**src/rtl/vliw_unpacker_pkg.sv**
```systemverilog
// Shared defaults and helpers for the instruction bundle expander.
package vliw_unpacker_pkg;
    localparam int unsigned DEF_SLOTS = 4;
    localparam int unsigned DEF_OPW   = 32;
    localparam int unsigned DEF_DEPTH = 64;

    // Address width needed for a store of the given depth (at least one bit).
    function automatic int unsigned addr_width(input int unsigned depth);
        return (depth > 1) ? $clog2(depth) : 1;
    endfunction
endpackage

```
**src/rtl/unp_fetch.sv**
```systemverilog
// Instruction counter stage.
// Drives the flag-store address and marks which cycles hold a flag word in flight.
// Assumes the flag store is a synchronous memory with one cycle of read latency.
module unp_fetch #(
    parameter int unsigned AW = 6
) (
    input  logic          clk,
    input  logic          rst_n,
    input  logic          restart,
    input  logic          advance,
    output logic [AW-1:0] flag_addr,
    output logic          fetch_valid
);
    logic [AW-1:0] pc_q;

    // Instruction counter: cleared by reset or restart, stepped by advance.
    always_ff @(posedge clk) begin
        if (!rst_n || restart) begin
            pc_q <= '0;
        end else if (advance) begin
            pc_q <= pc_q + AW'(1);
        end
    end

    // Marks that the flag word for the issued address arrives next cycle.
    always_ff @(posedge clk) begin
        if (!rst_n) begin
            fetch_valid <= 1'b0;
        end else begin
            fetch_valid <= advance && !restart;
        end
    end

    assign flag_addr = pc_q;
endmodule

```
**src/rtl/unp_slot_ptr.sv**
```systemverilog
// Per-slot bank read pointer.
// Steps once for every expanded instruction that uses this slot.
// Assumes the slot bank holds the operations of this slot in program order.
module unp_slot_ptr #(
    parameter int unsigned AW = 6
) (
    input  logic          clk,
    input  logic          rst_n,
    input  logic          restart,
    input  logic          step,
    output logic [AW-1:0] ptr
);
    // Pointer register: cleared by reset or restart, stepped by a used slot.
    always_ff @(posedge clk) begin
        if (!rst_n || restart) begin
            ptr <= '0;
        end else if (step) begin
            ptr <= ptr + AW'(1);
        end
    end
endmodule

```
**src/rtl/unp_slot_expand.sv**
```systemverilog
// Per-slot output field builder.
// Keeps this slot's use flag for one cycle, aligned with the bank read data.
// Passes the bank word through when the slot was used and inserts the no-op otherwise.
// Assumes the no-op encoding is all zeros.
module unp_slot_expand #(
    parameter int unsigned OPW = 32
) (
    input  logic           clk,
    input  logic           rst_n,
    input  logic           restart,
    input  logic           use_in,
    input  logic [OPW-1:0] bank_word,
    output logic [OPW-1:0] field
);
    logic use_q;

    // Use flag aligned with the bank read latency.
    always_ff @(posedge clk) begin
        if (!rst_n) begin
            use_q <= 1'b0;
        end else begin
            use_q <= use_in && !restart;
        end
    end

    // Field selection: the bank word or the no-op.
    always_comb begin
        field = use_q ? bank_word : '0;
    end
endmodule

```
**src/rtl/vliw_unpacker.sv**
```systemverilog
// Flag-indexed instruction bundle expander (top).
// Rebuilds fixed-width bundles from a flag-word store and one operation bank per slot.
// Both stores are external synchronous memories with one cycle of read latency.
// Latency from advance to bundle_valid is two cycles, and throughput is one bundle per cycle.
module vliw_unpacker
    import vliw_unpacker_pkg::*;
#(
    parameter int unsigned SLOTS = DEF_SLOTS,
    parameter int unsigned OPW   = DEF_OPW,
    parameter int unsigned DEPTH = DEF_DEPTH
) (
    input  logic                   clk,
    input  logic                   rst_n,
    input  logic                   restart,
    input  logic                   advance,
    output logic [addr_width(DEPTH)-1:0]       flag_addr,
    input  logic [SLOTS-1:0]       flag_data,
    output logic [SLOTS*addr_width(DEPTH)-1:0] bank_addr,
    input  logic [SLOTS*OPW-1:0]   bank_data,
    output logic [SLOTS*OPW-1:0]   bundle,
    output logic                   bundle_valid
);
    localparam int unsigned AW = addr_width(DEPTH);

    logic fetch_valid;
    logic out_valid_q;

    unp_fetch #(.AW(AW)) fetch_i (
        .clk         (clk),
        .rst_n       (rst_n),
        .restart     (restart),
        .advance     (advance),
        .flag_addr   (flag_addr),
        .fetch_valid (fetch_valid)
    );

    // One pointer and one field builder per functional-unit slot.
    for (genvar s = 0; s < SLOTS; s++) begin : g_slot
        logic used;
        assign used = fetch_valid && flag_data[s];

        unp_slot_ptr #(.AW(AW)) ptr_i (
            .clk     (clk),
            .rst_n   (rst_n),
            .restart (restart),
            .step    (used),
            .ptr     (bank_addr[s*AW +: AW])
        );

        unp_slot_expand #(.OPW(OPW)) exp_i (
            .clk       (clk),
            .rst_n     (rst_n),
            .restart   (restart),
            .use_in    (used),
            .bank_word (bank_data[s*OPW +: OPW]),
            .field     (bundle[s*OPW +: OPW])
        );
    end

    // Output valid: follows the fetch stage by one cycle unless restarted.
    always_ff @(posedge clk) begin
        if (!rst_n) begin
            out_valid_q <= 1'b0;
        end else begin
            out_valid_q <= fetch_valid && !restart;
        end
    end

    assign bundle_valid = out_valid_q;
endmodule

```
**config.mk**
```make
export PLATFORM = sky130hd
export DESIGN_NAME = vliw_unpacker
export DESIGN_NICKNAME = d
export VERILOG_FILES = /design/src/rtl/vliw_unpacker_pkg.sv /design/src/rtl/unp_fetch.sv /design/src/rtl/unp_slot_ptr.sv /design/src/rtl/unp_slot_expand.sv /design/src/rtl/vliw_unpacker.sv
export SDC_FILE = /design/constraint.sdc
export NUM_CORES = 1
export LEC_CHECK = 0
export BUFFER_PORTS_ARGS = -buffer_cell sky130_fd_sc_hd__buf_2
export CAP_MARGIN = 0
export CORE_AREA = 2 2 114 116
export CTS_CLUSTER_SIZE = 10
export DETAILED_ROUTE_END_ITERATION = 8
export DIE_AREA = 0 0 116 118
export PLACE_DENSITY = 0.61
export SLEW_MARGIN = 5
export SYNTH_ARGS = -nofsm -noshare
export SYNTH_HDL_FRONTEND = slang
export SYNTH_HIERARCHICAL = 1
export SYNTH_SLANG_ARGS = --single-unit
```
**constraint.sdc**
```tcl
create_clock -name clk -period 3.35 [get_ports clk]
set_clock_uncertainty 0.05 [all_clocks]
set_input_delay 0.335 -clock clk [delete_from_list [all_inputs] [get_ports clk]]
set_output_delay 0.335 -clock clk [all_outputs]
set_load 0.02 [all_outputs]
```
==> metrics.yaml <==
worst_hold_path:
  holdCritPathClass: "in2reg"
  hold_path.startpoint: "advance"
  min_path_cells: 3
  min_to: "fetch_i/flag_addr[0]"
clocking:
  clock_latency_ns: 0.28
  post-cts-setup-buffers: 0
  cts_resized: 0
  cts_root_buffer: "clkbuf_16"
  cts_buffers: 5
  hold_buffers: 0
  cts_tree: "yes"
  cts_buffer_depth: 2
  cts_sinks: 36
  cts.clk_slew.worst_paths_ns: 0.06
  cts_max_level: 2
cells_and_area:
  antenna_cells: 0
  multi_input_area_um2: 1665
  drive_above_1_share_pct: 76.92
  layout.nets: 712
  area_growth_pct: 73.24
  final-seq-area_um2: 720.7
  fillers: 1349
timing:
  rsz0062_at_grt: "no"
  drv_slew: 0
  setup_tns_ns: 0
  layout_setup_ws_ns: 1.433
  hold_violations: 0
  min_period_ns: 1.917
  max_clock_freq_mhz: 521.6
  post-route-period-util_pct: 57.23
  worst_pin_slew_ns: 0.7705
  relSlewSlack_pct: 48.56
  setup-violations-final: 0
setup_path:
  cpPeakStageDelay_ns: 0.81
  ff2ff_path_depth: 4
  startpoint_type: "flip-flop"
  cp.arrival_ns: 1.53
  r2r-end: "g_slot[1].ptr_i/ptr[5]"
  crit_slowest_cell: "dfxtp_1"
  critPathRequiredTime_ns: 2.96
  path_cells: "and2_2, buf_2"
  worstSetupEndpointType: "output pin"
  worst-path-max-fanout: 32
  r2r_setup_slack_ns: 1.90
  crit_type: "reg2out"
  reg2reg_from: "fetch_i/fetch_valid"
  setup.worst_path.start: "g_slot[1].exp_i/use_q"
die:
  fp.dieH_um: 118
  fp.coreArea_um2: 12410
  fp-row-count: 41
  die_width_um: 116
  ios: 295
  die_area_um2: 13690
  initial_core_util_pct: 19.73
power_and_ir_drop:
  vdd_drop_max_mv: 0.1476
  power_mw: 1.095
  p_leak_nw: 2.567
  powerDensity_nw_per_um2: 257.9
grt:
  antenna_found_initial: 0
  track_usage_pct: 12.49
  grt_pass1_wl_mm: 13.57
  overflow: 0
  grt_max_degree: 33
  grt_pass1_vias: 2542
yosys:
  synth_cell_type_count: 18
  yosys.area.top_type: "and2_2"
  avgSynthCellArea_um2: 8.687
  yosysTopAreaCellShare_pct: 40.45
  synth_fp_nets: 423
  synth_edf_count: 0
  yosys_warnings: 6
  synth_common_cells: "and2_2 (132), dfxtp_1 (36), nor2_1 (25), xor2_1 (15), clkbuf_2 (12)"
  yosysMostFrequentCell: "and2_2"
  ys_ff_latch: 36
  syn_area_um2: 2450
  synth_top_cells_by_area: "and2_2 (40%), dfxtp_1 (29%), xor2_1 (5.4%), nor2_1 (3.8%), ha_1 (2.6%)"
  yosysSeqAreaShare_pct: 29.42
  async_flop_share_pct: 0
  synthFlopType: "dfxtp_1"
  netlist_instances: 282
run_status:
  status: "finished clean"
route:
  route.vias.total: 2843
  wirelength_mm: 9.549
  drtAntennaViolNets: 0
  via_per_inst: 3.821
  drc: 0
  dr.pass1.iters: 4
  drt_iter0_drc: 61
  routedWlPerCell_um: 12.83
flow_run:
  maxCapViolCount: 0
placement:
  gp_congestion: 0.7884
  portBuffers: 294
  hpwlAfterDp_mm: 8.060
  pre_cts_ws_ns: 1.713
-- cells in the final DEF, fill, tap and decap left out, drive strengths merged --
master,Yosys,layout
nor2,25,25
nand4,10,10
clkinvlp,0,1
a21oi,5,5
bufinv,0,1
clkbuf,12,5
nand2b,4,4
and2,132,132
mux2i,5,5
xnor2,5,5
o21ai,5,5
clkinv,0,1
and3b,5,5
xor2,15,15
and3,1,1
nand2,11,11
dfxtp,36,36
or3,5,5
inv,1,1
buf,0,294
ha,5,5
-- metal layers --
metal / GRT usage (%) / part of all wire [%] / vias to the layer above
met2: 23.57 / 52 / 122
met3: 2.935 / 7.4 / 8
met5: 0 / 0 / -
li1: - / - / 1474
met4: 2.530 / 0.84 / 0
met1: 14.00 / 40 / 1239
-- worst max-delay path by stage --
stage | end | slack (ns) | cells past startpoint
6_report | bundle[60] | 1.43 | 2
2_1_floorplan | fetch_i/flag_addr[5] | 2.11 | 3
3_3_place_gp | bundle[48] | 1.72 | 2
5_1_grt | bundle[90] | 1.30 | 2
3_5_place_dp | bundle[36] | 1.71 | 2
4_1_cts | bundle[49] | 1.40 | 2
-- stage by stage --
stage          utilization (%)  area, µm²  std cells  hold slack, ns
2_1_floorplan                -       2450        282          0.4326
3_3_place_gp             32.84       4076        736          0.4229
3_5_place_dp             32.84       4076        736          0.4309
4_1_cts                  34.19       4244        744          0.3353
5_1_grt                  34.19       4244        744          0.3642
6_report                 34.19       4244        744          0.3401
-- area by class of cell --
type,instances,area share (%)
clock inverter,3,1.002
clock buffer,5,2.948
multi-input combinational,233,39.24
inverter,1,0.08844
sequential,36,16.98
timing repair buffer,294,34.67
tap,172,5.071
-- state kept, by name, summed over array words and instances, names as in the netlist --
name	cells
fetch_i/fetch_valid	1
g_slot.exp_i/use_q	4
g_slot.ptr_i/ptr	24
fetch_i/flag_addr	6
bundle_valid	1
-- power by group --
part           internal [mW]  switching, mW  total, mW
clock network          0.349          0.179      0.528
logic                 0.0742         0.0556      0.130
registers              0.431        0.00577      0.437
-- cells by family (layout without fill, tap and decap cells) --
logic type                 count (synthesis)  in the layout  synth area share, %
AOI/OAI and AO/OA                         10             10                2.043
xor gates and xnor gates                  20             20                7.150
adders and majority gates                  5              5                2.554
buffers and inverters                     13            303                2.605
DFF                                       36             36                29.42
muxes                                      5              5                2.043
and+or+nand+nor                          193            193                54.19
-- critical path: cells and delay by family, from the launching register on --
| family | cells | cell delay [ns] |
|---|---|---|
| buffers and inverters | 1 | 0.17 |
| flip-flops | 1 | 0.81 |
| AND/OR/NAND/NOR | 1 | 0.27 |
Note: power is estimated with default switching activity, not from simulation.
